**src/rtl/irq_lvl_pkg.sv**
```systemverilog
// Package: shared types for the interrupt level resolver.
// Assumes: nothing beyond the parameters of the units that import it.
package irq_lvl_pkg;

    // How a source window maps a bit index to a priority level.
    typedef enum logic {
        MAP_OFFSET = 1'b0,  // level = index - window_low + 1
        MAP_DIRECT = 1'b1   // level = index
    } map_kind_e;

endpackage

```
**src/rtl/irq_range_scan.sv**
```systemverilog
// Module: irq_range_scan
// Scans one window [LO, HI) of a request vector. It masks the bits outside
// the window, reports whether any bit inside is active, and gives the level
// of the highest active bit using the mapping chosen by KIND.
// Assumes: HI <= SUM_W and every mapped level fits in LVL_W bits.
module irq_range_scan
    import irq_lvl_pkg::*;
#(
    parameter int        SUM_W = 32,
    parameter int        LVL_W = 5,
    parameter int        LO    = 1,
    parameter int        HI    = 16,
    parameter map_kind_e KIND  = MAP_OFFSET
) (
    input  logic [SUM_W-1:0] req,
    output logic             hit,
    output logic [LVL_W-1:0] lvl,
    output logic [SUM_W-1:0] mask
);

    localparam int BASE = (KIND == MAP_OFFSET) ? (LO - 1) : 0;

    // Builds the constant window mask from the bounds.
    function automatic logic [SUM_W-1:0] win_f();
        logic [SUM_W-1:0] w;
        w = '0;
        for (int k = 0; k < SUM_W; k++) begin
            w[k] = (k >= LO) && (k < HI);
        end
        return w;
    endfunction

    localparam logic [SUM_W-1:0] WIN = win_f();

    // One gate per bit: keep request bits that lie inside the window.
    for (genvar gi = 0; gi < SUM_W; gi++) begin : g_mask
        assign mask[gi] = req[gi] & WIN[gi];
    end

    assign hit = |mask;

    // Low-to-high scan so the highest active index sets the level.
    always_comb begin
        lvl = '0;
        for (int i = 0; i < SUM_W; i++) begin
            if (mask[i]) begin
                lvl = LVL_W'(i - BASE);
            end
        end
    end

endmodule

```
**src/rtl/irq_gate_ctl.sv**
```systemverilog
// Module: irq_gate_ctl
// Holds the check-pending flag and decides when an evaluation runs.
// An evaluation needs the flag set and all three gates low. A new request
// in the evaluating cycle keeps the flag set.
// Assumes: synchronous active-low reset.
module irq_gate_ctl (
    input  logic clk,
    input  logic rst_n,
    input  logic check_req,
    input  logic fw_mode,
    input  logic fault_pend,
    input  logic fetch_cpl,
    output logic pending_q,
    output logic eval
);

    // Evaluation window: flag armed and no gating condition active.
    assign eval = pending_q & ~fw_mode & ~fault_pend & ~fetch_cpl;

    // Pending flag: a new request sets it, an evaluation consumes it.
    always_ff @(posedge clk) begin
        if (!rst_n) begin
            pending_q <= 1'b0;
        end else begin
            pending_q <= check_req | (pending_q & ~eval);
        end
    end

endmodule

```
**src/rtl/irq_level_resolver.sv**
```systemverilog
// Module: irq_level_resolver (top)
// Resolves software and external interrupt sources into one level. When an
// evaluation finds that level above the current priority, it issues a
// one-cycle trap and loads the summary and level status registers on the
// same edge. It also flags an unsupported asynchronous-trap request.
// Assumes: EXT_LO > SW_HI - SW_LO, so that every external level is above
// every software level; both windows lie inside SUM_W.
module irq_level_resolver
    import irq_lvl_pkg::*;
#(
    parameter int SUM_W  = 32,
    parameter int LVL_W  = 5,
    parameter int SW_LO  = 1,
    parameter int SW_HI  = 16,
    parameter int EXT_LO = 16,
    parameter int EXT_HI = 31,
    parameter int AST_W  = 4
) (
    input  logic             clk,
    input  logic             rst_n,
    input  logic             check_req,
    input  logic [SUM_W-1:0] sw_req,
    input  logic [SUM_W-1:0] ext_irq,
    input  logic [LVL_W-1:0] cur_ipl,
    input  logic             fw_mode,
    input  logic             fault_pend,
    input  logic             fetch_cpl,
    input  logic [AST_W-1:0] ast_req,
    output logic             trap_pulse,
    output logic [SUM_W-1:0] isr_q,
    output logic [LVL_W-1:0] intid_q,
    output logic             pending_q,
    output logic             async_err
);

    logic             eval;
    logic             sw_hit;
    logic             ext_hit;
    logic [LVL_W-1:0] sw_lvl;
    logic [LVL_W-1:0] ext_lvl;
    logic [SUM_W-1:0] sw_mask;
    logic [SUM_W-1:0] ext_mask;
    logic [LVL_W-1:0] win_lvl;
    logic [SUM_W-1:0] summary;
    logic             take;

    irq_gate_ctl u_gate (
        .clk        (clk),
        .rst_n      (rst_n),
        .check_req  (check_req),
        .fw_mode    (fw_mode),
        .fault_pend (fault_pend),
        .fetch_cpl  (fetch_cpl),
        .pending_q  (pending_q),
        .eval       (eval)
    );

    irq_range_scan #(
        .SUM_W (SUM_W), .LVL_W (LVL_W),
        .LO    (SW_LO), .HI    (SW_HI), .KIND (MAP_OFFSET)
    ) u_sw_scan (
        .req  (sw_req),
        .hit  (sw_hit),
        .lvl  (sw_lvl),
        .mask (sw_mask)
    );

    irq_range_scan #(
        .SUM_W (SUM_W), .LVL_W (LVL_W),
        .LO    (EXT_LO), .HI   (EXT_HI), .KIND (MAP_DIRECT)
    ) u_ext_scan (
        .req  (ext_irq),
        .hit  (ext_hit),
        .lvl  (ext_lvl),
        .mask (ext_mask)
    );

    // Merge: external sources are scanned last, so any active line wins.
    always_comb begin
        win_lvl = ext_hit ? ext_lvl : (sw_hit ? sw_lvl : '0);
        summary = sw_mask | ext_mask;
        take    = eval && (win_lvl != '0) && (win_lvl > cur_ipl);
    end

    // Trap pulse and status registers, all loaded on the evaluating edge.
    always_ff @(posedge clk) begin
        if (!rst_n) begin
            trap_pulse <= 1'b0;
            isr_q      <= '0;
            intid_q    <= '0;
            async_err  <= 1'b0;
        end else begin
            trap_pulse <= take;
            async_err  <= eval && (ast_req != '0);
            if (take) begin
                isr_q   <= summary;
                intid_q <= win_lvl;
            end
        end
    end

endmodule

```
**config.mk**
```make
export PLATFORM = sky130hd
export DESIGN_NAME = irq_level_resolver
export DESIGN_NICKNAME = d
export VERILOG_FILES = /design/src/rtl/irq_lvl_pkg.sv /design/src/rtl/irq_range_scan.sv /design/src/rtl/irq_gate_ctl.sv /design/src/rtl/irq_level_resolver.sv
export SDC_FILE = /design/constraint.sdc
export NUM_CORES = 1
export LEC_CHECK = 0
export BUFFER_PORTS_ARGS = -buffer_cell sky130_fd_sc_hd__buf_2
export CORE_ASPECT_RATIO = 0.7
export CORE_MARGIN = 3
export CORE_UTILIZATION = 30
export CTS_CLUSTER_DIAMETER = 200
export DETAILED_ROUTE_END_ITERATION = 16
export GPL_TIMING_DRIVEN = 0
export PLACE_DENSITY = 0.67
export SETUP_SLACK_MARGIN = 0.3
export SLEW_MARGIN = 10
export SYNTH_ARGS = -nofsm -noshare
export SYNTH_HDL_FRONTEND = slang
export SYNTH_SLANG_ARGS = --single-unit
```
**constraint.sdc**
```tcl
create_clock -name clk -period 2.75 [get_ports clk]
set_clock_uncertainty 0.2 [all_clocks]
set_input_delay 0.1375 -clock clk [delete_from_list [all_inputs] [get_ports clk]]
set_output_delay 0.1375 -clock clk [all_outputs]
set_load 0.1 [all_outputs]
```
* Word level (Yosys, flattened, before mapping)
Index checks and enable logic that the tools add are counted.
Word-level totals: register bits after elaboration 40, input bits 79, output and inout port bits 40
Operators by class: magnitude comparators 1, mux-type cells 32, bitwise logic cells 10, reductions and logical operators 7
Operators by type and width (count):
- two-way mux 5 bit | 31
- OR 16 x 31 -> 31 bit | 1
- OR reduction 15 bit | 2
- > comparator 5 bit | 1
- nonzero test 5 bit | 1
- AND 1 bit | 4
- inverter 1 bit | 4
- nonzero test 4 bit | 1
- logical AND 1 bit | 3
- two-way mux 1 bit | 1
- OR 1 bit | 1

* Logic depth before layout (Yosys ltp)
Gate-level depths: netlist of the first run.
word-level depth 20, depth in mapped cells 14

* Cells and area by module
Synthesis of the first run repeated with hierarchy kept, for this count alone.
Second synthesis, totals: cells, all modules 327, area total of the unflattened synthesis 2648.8 um^2
Modules (own cells, without submodules):
- irq_level_resolver | times used 1, cells an instance 200, area an instance 1794.2 um^2
- irq_range_scan (u_sw_scan) | times used 1, cells an instance 63, area an instance 411.6 um^2
- irq_range_scan (u_ext_scan) | times used 1, cells an instance 59, area an instance 399.1 um^2
- irq_gate_ctl | times used 1, cells an instance 5, area an instance 43.8 um^2

* Worst setup path after synthesis of the first run
Ideal clock, no wire load.
path kind input to register, start point in sw_req[7], end point reg isr_q[10], setup time 0.071 ns, arrival 2.595 ns, required time 2.479 ns, path slack -0.116 ns, stages 13, path buffers 1, cell sequence or4_1 -> a21oi_1 -> a2111oi_0 -> nor3_1 -> a2bb2oi_1 -> ha_1 -> nor2b_1 -> o21ai_0 -> a21oi_1 -> o221ai_2 -> buf_2 -> o21ai_2 -> a21oi_2
On the way: longest elaborated chain between the ends 14, elaborated cells between the ends (all ways) 16, those cells by class order compare (1); mux (11); reduce/logical (4)
Ends and longest elaborated chain:
- start: declaration | RTL line irq_level_resolver.sv:22 | input logic [SUM_W-1:0] sw_req,
- two-way mux 5 bit (9 in a row) | RTL line irq_range_scan.sv:46 | if (mask[i]) begin
- two-way mux 5 bit * (2 in a row) | RTL line irq_level_resolver.sv:80 | win_lvl = ext_hit ? ext_lvl : (sw_hit ? sw_lvl : '0);
- parallel branches: the longest is 2 deep, another holds > comparator 5 bit
- logical AND 1 bit * | RTL line irq_level_resolver.sv:82 | take = eval && (win_lvl != '0) && (win_lvl > cur_ipl);
- end signal: assignment | RTL line irq_level_resolver.sv:96 | isr_q <= summary;
- end: declaration | RTL line irq_level_resolver.sv:30 | output logic [SUM_W-1:0] isr_q,
Every way passes the cells marked *. A chain may end at the register's enable or synchronous reset.

* Worst setup path after layout of the first run
start point in ext_irq[20], end point reg intid_q[2]
On the way: longest elaborated chain between the ends 15, elaborated cells between the ends (all ways) 17, those cells by class order compare (1); mux (12); reduce/logical (4)
Ends and longest elaborated chain:
- start: declaration | RTL line irq_level_resolver.sv:23 | input logic [SUM_W-1:0] ext_irq,
- two-way mux 5 bit (11 in a row) | RTL line irq_range_scan.sv:46
- two-way mux 5 bit * | RTL line irq_level_resolver.sv:80
- named net win_lvl[1] | RTL line irq_level_resolver.sv:43 | logic [LVL_W-1:0] win_lvl;
- parallel branches: the longest is 2 deep, another holds > comparator 5 bit
- logical AND 1 bit * | RTL line irq_level_resolver.sv:82
- end signal: assignment | RTL line irq_level_resolver.sv:97 | intid_q <= win_lvl;
- end: declaration | RTL line irq_level_resolver.sv:31 | output logic [LVL_W-1:0] intid_q,
Mark *: on every way through the listed nets, which the timed path passes.

==> results of run 1 <==
==> logic make-up after synthesis <==
| logic type | after synthesis | share of synthesized area [%] |
|---|---|---|
| adder cells (fa/ha/maj) | 5 | 2.80 |
| buffers and inverters | 33 | 8.73 |
| AO/OA/AOI/OAI | 95 | 33.0 |
| AND/OR/NAND/NOR | 77 | 21.3 |
| flip-flops | 38 | 34.0 |
| other | 1 | 0.168 |
==> repair_timing <==
action                     in CTS  in global routing
setup endpoints to repair      36                 36
gates cloned                    2                  3
hold endpoints to repair       32                  1
hold buffers                   33                  1
buffers inserted               13                  6
pin swaps                      19                 24
gates resized for setup        60                 41
==> worst max-delay path: cells and delay by family <==
family / cells / cell delay, ns
AND/OR/NAND/NOR: 4 / 0.58
buffers and inverters: 6 / 0.85
adder cells (fa/ha/maj): 1 / 0.32
AO/OA/AOI/OAI: 4 / 0.79
==> through the flow <==
step           util, %  setup TNS [ns]
5_1_grt           58.0         -0.0487
3_5_place_dp      40.6          -12.25
3_3_place_gp      40.6          -10.90
4_1_cts           53.1               0
6_report          58.0               0
2_1_floorplan        -               0
==> worst paths after layout <==
kind                    startpoint               end  slack [ns]  depth (start not counted)
setup / recovery       ext_irq[20]        intid_q[2]        0.04                         15
hold / removal          fault_pend  u_gate.pending_q        0.11                          4
setup reg to reg  u_gate.pending_q        intid_q[2]        0.62                          7
hold reg to reg           isr_q[8]          isr_q[8]        0.27                          2
==> cells in the mapped netlist, drive strengths merged <==
cell type,count
a2111oi,1
a21boi,1
a21o,1
a21oi,39
a2bb2oi,1
a311o,1
a311oi,1
a31oi,2
and4b,1
buf,13
clkbuf,7
conb,1
dfxtp,38
ha,5
inv,13
nand2,7
nand2b,3
nand3,30
nand4,1
nand4b,1
nor2,12
nor2b,4
nor3,8
nor4,7
nor4b,1
o211ai,2
o21ai,40
o221a,1
o221ai,1
o311ai,1
o31ai,1
o32ai,1
o41ai,1
or4,2
==> final cells by class <==
cell class / instances / area (um^2)
fillers: 574 / 2930
multi-input cells: 179 / 1730
repair buffers: 140 / 1070
flip-flops and latches: 38 / 761
plain buffers: 20 / 238
well taps: 94 / 118
clock buffers: 7 / 76.3
inverters: 13 / 48.8
==> cell usage in the layout, fill, tap and decap left out, types with 10 or more instances in the layout <==
cell type and count:
buf_2 82, a21oi_2 28, buf_4 18, inv_1 13, nand3_2 24, dfxtp_1 38
o21ai_2 29, dlygate4sd3_1 34, nor2_1 10
==> layer usage <==
metal | wire length, um | up-vias
li1 | - | 1213
met1 | 3820 | 1255
met2 | 4220 | 104
met3 | 752 | 25
met4 | 235 | 0
met5 | 0 | -
==> power by group <==
group / switching, uW / internal, uW / total, uW
registers: 5.63 / 558 / 564
logic: 222 / 145 / 368
clock network: 200 / 175 / 375
==> state kept, by name, indices dropped and copies added (netlist names) <==
register and count:
isr_q 30, intid_q 5, async_err 1, trap_pulse 1, u_gate.pending_q 1
==> flow_summary.json, run 1 <==
{
  "dieHeight_um": 78.2,
  "critPathArrivalTime_ns": 2.68,
  "top_usage_layer": "met2",
  "path_cells": "buf_2 > nor4_2 > o21ai_0 > a311o_1 > o211ai_1 > ha_1 > buf_4 > buf_4 > nand3_4 > o221ai_4 > buf_12 > buf_12 > buf_16 > nor3_4 > nor3_2",
  "placed_area_um2": 2840,
  "cts_tree": "done",
  "hold_slack_ns": 0.111,
  "drv_cap": 0,
  "clock_sinks": 38,
  "cp_data_required_time_ns": 2.72,
  "final_area_um2": 4040,
  "tightest_slew_ns": 0.763,
  "dp_cells": 426,
  "postRouteAntennaNets": 0,
  "post-dp-hpwl_um": 5320,
  "drc": 0,
  "finalWorstSetupSlack_ns": 0.0381,
  "grt-ovfl-total": 0,
  "netlist.area_leader.share_pct": 34.0,
  "irDropWorstVdd_v": 0.000149,
  "place_congestion": 0.846,
  "clock_latency_ns": 0.29,
  "start_util_pct": 32.0,
  "drv_slew": 0,
  "met2_usage_pct": 31.2,
  "clockBufferDepth": 2,
  "p_leak_uw": 0.00152,
  "yosysUniqueCellTypes": 44,
  "crit_path_max_incr_delay_ns": 0.36,
  "crit_fanout": 5,
  "ys_seq_elements": 38,
  "yosysSeqAreaShare_pct": 34.0,
  "firstDrtPassIters": 4,
  "num_antenna_cells": 0,
  "core.rowCount": 25,
  "finalSetupViolations": 0,
  "status": "finished, final reports clean",
  "portBuffers": 82,
  "use_met1_pct": 24.1,
  "crit_path_end_kind": "register",
  "rsz0062_at_grt": "yes",
  "cts-root-buf": "clkbuf_8",
  "synthCells": 249,
  "track_usage_pct": 19.5,
  "fin_cells": 491,
  "syn_area_um2": 2230,
  "die_w_um": 109,
  "hold_viol": 0,
  "crit_path_start_kind": "input pin",
  "numCtsBuffers": 5,
  "yosysWarnings": 0,
  "max_freq_mhz": 369,
  "p_total_uw": 1310,
  "powerDensity_nw_per_um2": 323,
  "fin_nets": 481,
  "synth_area_per_cell_um2": 8.97,
  "dp_slack_ns": -0.389,
  "drtIter0Drc": 129,
  "met3_usage_pct": 6.41,
  "critPathSlowestCell": "a311o_1",
  "drt_wl_total_um": 9030,
  "crit_type": "input pin to register",
  "antenna_found_initial": 0,
  "grt_start_max_net_pins": 11,
  "die-area_um2": 8540,
  "io_pins": 119,
  "grt_pass1_vias": 2610,
  "fin_crit_ns": 2.71,
  "area_growth_pct": 81.0,
  "slew_headroom_pct": 49.2,
  "htreeDepth": 2,
  "drive_gt1_share_pct": 63.2,
  "yosys.area.top_type": "dfxtp_1",
  "wire_per_inst_um": 18.4,
  "vias": 2597,
  "clk_pin_slew_ns": 0.07,
  "hold_class": "input pin to register",
  "fin_crit_sh_pct": 98.6,
  "viasPerCell": 5.29,
  "grt_pass1_wl_um": 13000,
  "core_area_um2": 6980,
  "synth_area_leaders": "dfxtp_1, a21oi_2, o21ai_2"
}
(Power assumes the default switching activity.)
==> run 2, diff against run 1 <==
- CELL_PAD_IN_SITES_DETAIL_PLACEMENT: unset -> 0
- CELL_PAD_IN_SITES_GLOBAL_PLACEMENT: unset -> 1
- CORE_UTILIZATION: 30 -> 29
- GPL_ROUTABILITY_DRIVEN: unset -> 0
- PLACE_DENSITY: 0.67 -> 0.85
==> flow_summary.json, run 2 (synthesized netlist as in run 1, its figures left out) <==
{
  "path_cells": "buf_8 > or4_4 > a21oi_4 > a2111oi_4 > nor3_2 > a2bb2oi_2 > ha_2 > nor2b_1 > o21ai_1 > a21oi_2 > o221a_2 > buf_8 > clkbuf_16 > nand2_1 > a21oi_2",
  "dp_cells": 430,
  "crit_path_start_kind": "input pin",
  "top_regs": "isr_q: 30 flops, intid_q: 5 flops",
  "crit_path_end_kind": "register",
  "rsz0062_at_grt": "yes",
  "postRouteAntennaNets": 0,
  "drv_slew": 0,
  "numCtsBuffers": 5,
  "cts_tree": "done",
  "wl_met1_um": 3720,
  "placed_area_um2": 2840,
  "power_frac_clock_pct": 34.2,
  "totalNegativeSetupSlack_ns": 0,
  "num_antenna_cells": 0,
  "critPathArrivalTime_ns": 2.64,
  "finalSetupViolations": 0,
  "drive_gt1_share_pct": 61.5,
  "hold_class": "input pin to register",
  "grt_pass1_vias": 2457,
  "critPathSlowestCell": "or4_4",
  "fin_crit_ns": 2.69,
  "grt-ovfl-total": 0,
  "wire_per_inst_um": 16.4,
  "drtIter0Drc": 77,
  "track_usage_pct": 17.2,
  "final_common_cell": "buf_2",
  "met2_length_um": 3660,
  "crit_path_max_incr_delay_ns": 0.53,
  "largest_reg_flops": 30,
  "top_layer_used": "met4",
  "core_area_um2": 7380,
  "slew_headroom_pct": 50.3,
  "drt_wl_total_um": 7940,
  "die_w_um": 111,
  "io_pins": 119,
  "cts-root-buf": "clkbuf_8",
  "status": "finished, final reports clean",
  "p_sw_share_pct": 30.9,
  "htreeDepth": 2,
  "mostFrequentLayoutCells": "buf_2, dfxtp_1, dlygate4sd3_1",
  "max_freq_mhz": 371,
  "die-area_um2": 8810,
  "dp_slack_ns": -0.432,
  "antenna_found_initial": 0,
  "vias": 2453,
  "cp_data_required_time_ns": 2.70,
  "fin_nets": 470,
  "hold_viol": 0,
  "wl_met3_um": 539,
  "p_comb_share_pct": 24.2,
  "drv_cap": 0,
  "fin_cells": 485,
  "clockBufferDepth": 2,
  "finalWorstSetupSlack_ns": 0.0572,
  "irDropWorstVdd_v": 0.000213,
  "viasPerCell": 5.06,
  "tightest_slew_ns": 0.745,
  "portBuffers": 82,
  "clock_sinks": 38,
  "crit_fanout": 8,
  "start_util_pct": 30.3,
  "clk_pin_slew_ns": 0.08,
  "switchingPower_uw": 419,
  "firstDrtPassIters": 4,
  "core.rowCount": 26,
  "crit_type": "input pin to register",
  "powerDensity_nw_per_um2": 349,
  "clock_latency_ns": 0.29,
  "p_leak_uw": 0.00144,
  "grt_pass1_wl_um": 12300,
  "post-dp-hpwl_um": 5260,
  "area_growth_pct": 73.7,
  "p_total_uw": 1360,
  "final_area_um2": 3880,
  "p_int_uw": 937,
  "drc": 0,
  "grt_start_max_net_pins": 12,
  "fin_crit_sh_pct": 97.9,
  "largest_register": "isr_q",
  "p_seq_share_pct": 41.5,
  "dieHeight_um": 79.4
}
-- run 2: cell count changes in the layout (fill, tap and decap cells not counted), moves of 3 or more --
cell      delta
buf_4        -8
nand3_4      +7
clkbuf_8     +3
nand3_1      -3
nand3_2      -4
-- run 2: layer usage --
layer | vias to the layer above | track usage (%)
met5 | - | 0
met3 | 2 | 4.47
met4 | 0 | 2.46
met2 | 79 | 27.8
met1 | 1174 | 23.8
li1 | 1198 | -
-- run 2: through the flow --
| step | util (%) | hold slack [ns] |
|---|---|---|
| 2_1_floorplan | - | 0.0670 |
| 3_3_place_gp | 38.5 | 0.167 |
| 3_5_place_dp | 38.5 | 0.182 |
| 4_1_cts | 48.1 | -0.0569 |
| 5_1_grt | 52.6 | 0.0179 |
| 6_report | 52.6 | 0.0301 |
-- run 2: worst paths after layout --
check,start,endpoint,slack [ns],cells after the start
min reg2reg,isr_q[2],isr_q[2],0.26,2
min,sw_req[7],isr_q[7],0.03,4
max,sw_req[7],isr_q[15],0.06,15
max reg2reg,u_gate.pending_q,intid_q[2],0.72,7
-- run 2: power groups by stage --
stage / Sequential, uW / Clock, uW / Combinational, uW
floorplan: 638 / 0 / 90.6
global placement: 576 / 0 / 231
detailed placement: 576 / 0 / 234
CTS: 563 / 471 / 293
global route: 564 / 497 / 350
finish: 563 / 464 / 329
-- run 2: cell type report --
class                   count  area [um^2]
flip-flops and latches     38          761
clock buffers               8          110
repair buffers            129          932
inverters                  13         48.8
well taps                  98          123
plain buffers              20          243
multi-input cells         179         1670
fillers                   688         3500
-- run 2: repair_timing --
item                       CTS  global route
hold buffers                31             2
hold endpoints to repair    32             2
setup endpoints to repair   36            36
buffers inserted             7             4
cloned                       2             1
resized for setup           38            54
pin swaps                   10            19
-- run 2: worst max-delay path: cells and delay by family --
| kind | cells | cell delay, ns |
|---|---|---|
| AO/OA/AOI/OAI | 7 | 1.00 |
| adder cells (fa/ha/maj) | 1 | 0.19 |
| AND/OR/NAND/NOR | 4 | 0.90 |
| buffers and inverters | 3 | 0.41 |
==> run 3, diff against run 2 <==
- CORE_UTILIZATION: 29 -> 30
- PLACE_DENSITY: 0.85 -> 0.84
- clock period: 2.75 -> 2.5 ns (I/O delays scaled with it)
==> flow_summary.json, run 3 (synthesized netlist as in run 1, its figures left out) <==
{
  "vias": 2521,
  "num_antenna_cells": 0,
  "crit_type": "input pin to register",
  "fin_nets": 478,
  "antenna_found_initial": 0,
  "tightest_slew_ns": 0.742,
  "multi_input_area_um2": 1650,
  "fin_crit_sh_pct": 107,
  "area_growth_pct": 75.0,
  "clk_pin_slew_ns": 0.08,
  "rsz0062_at_grt": "yes",
  "cp_data_required_time_ns": 2.45,
  "drc": 0,
  "critPathArrivalTime_ns": 2.64,
  "area.sequential_um2": 761,
  "htreeDepth": 2,
  "clock_sinks": 38,
  "grt_start_max_net_pins": 12,
  "fin_crit_ns": 2.68,
  "postRouteAntennaNets": 0,
  "numCtsBuffers": 5,
  "clock_latency_ns": 0.28,
  "final_area_um2": 3910,
  "die-area_um2": 8540,
  "io_pins": 119,
  "cts_tree": "done",
  "hold_class": "input pin to register",
  "finalWorstSetupSlack_ns": -0.185,
  "finalSetupViolations": 36,
  "grt_pass1_vias": 2456,
  "post-dp-hpwl_um": 5250,
  "hold_buffers": 32,
  "die_w_um": 109,
  "start_util_pct": 32.0,
  "clockBufferDepth": 2,
  "powerDensity_nw_per_um2": 386,
  "drv_slew": 0,
  "max_freq_mhz": 372,
  "hold_slack_ns": -0.0197,
  "portBuffers": 82,
  "hold_viol": 1,
  "status": "finished, violations left",
  "grt_pass1_wl_um": 12500,
  "drive_gt1_share_pct": 62.3,
  "grt-ovfl-total": 0,
  "slew_headroom_pct": 50.5,
  "core_area_um2": 6980,
  "core.rowCount": 25,
  "wire_per_inst_um": 16.7,
  "firstDrtPassIters": 4,
  "crit_path_start_kind": "input pin",
  "final_common_cell": "buf_2",
  "viasPerCell": 5.16,
  "p_leak_uw": 0.00149,
  "crit_fanout": 10,
  "largest_register": "isr_q",
  "top_regs": "isr_q: 30 flops, intid_q: 5 flops",
  "crit_path_end_kind": "register",
  "drt_wl_total_um": 8170,
  "n_fill_cell": 600,
  "mostFrequentLayoutCells": "buf_2, dfxtp_1, dlygate4sd3_1",
  "irDropWorstVdd_v": 0.000205,
  "drtIter0Drc": 126,
  "largest_reg_flops": 30,
  "cts-root-buf": "clkbuf_8",
  "track_usage_pct": 18.4,
  "drv_cap": 0,
  "violations": "negative hold slack, negative setup slack",
  "placed_area_um2": 2840,
  "dieHeight_um": 78.2
}
-- run 3: path summary, 6_finish.rpt --
path                            cells after the start        startpoint    endpoint  slack (ns)
worst max register to register                      7  u_gate.pending_q  intid_q[1]        0.44
worst max-delay path                               15         sw_req[7]   isr_q[15]       -0.18
worst min-delay path                                3        sw_req[15]   isr_q[15]       -0.02
worst min register to register                      2          isr_q[1]    isr_q[1]        0.27
-- run 3: metal layers --
layer	routed length [um]	part of all wire, %	GRT usage [%]	up-vias
li1	-	-	-	1206
met1	3770	46	26.8	1216
met2	3760	46	27.3	91
met3	589	7.2	4.11	8
met4	59	0.72	4.29	0
met5	0	0	0	-
-- run 3: cell type report --
class,instances,area share [%]
Buffer,20,6.11
Timing Repair Buffer,137,25.3
Sequential cell,38,19.5
Multi-Input combinational cell,179,42.2
Tap cell,94,3.01
Clock inverter,1,0.768
Clock buffer,7,1.95
Inverter,13,1.25
-- run 3: report_power, final --
group	switching, uW	internal (uW)
clock	218	299
sequential	5.77	614
combinational	228	143
total	452	1060
-- run 3: worst max-delay path, cell delays in order --
cell and delay (ns):
buf_8 0.09, or4_4 0.54, a21oi_4 0.15, a2111oi_4 0.09
nor3_2 0.24, a2bb2oi_2 0.20, ha_2 0.22, nor2b_4 0.04
o21ai_2 0.13, a21oi_2 0.09, o221a_2 0.26, buf_8 0.15
buf_8 0.14, nand2_1 0.09, a21oi_2 0.06
-- run 3: timing repair --
item | CTS | global route
setup buffers | 10 | 9
gates resized for setup | 53 | 39
cloned | 3 | 1
pin swaps | 17 | 15
hold endpoints to repair | 32 | 1
endpoints found under the setup margin | 36 | 36
-- run 3: stage by stage --
| step | total power (uW) | setup WS (ns) | util (%) | TNS [ns] | std cells |
|---|---|---|---|---|---|
| final | 1510 | -0.185 | 56.1 | -5.59 | 489 |
| after global routing | 1580 | -0.284 | 56.1 | -7.82 | 489 |
| after CTS | 1490 | -0.129 | 52.4 | -3.25 | 479 |
| after detailed placement | 891 | -0.634 | 40.6 | -21.68 | 426 |
| after global placement | 888 | -0.620 | 40.6 | -21.42 | 426 |
| after floorplan | 801 | -0.161 | - | -4.89 | 250 |
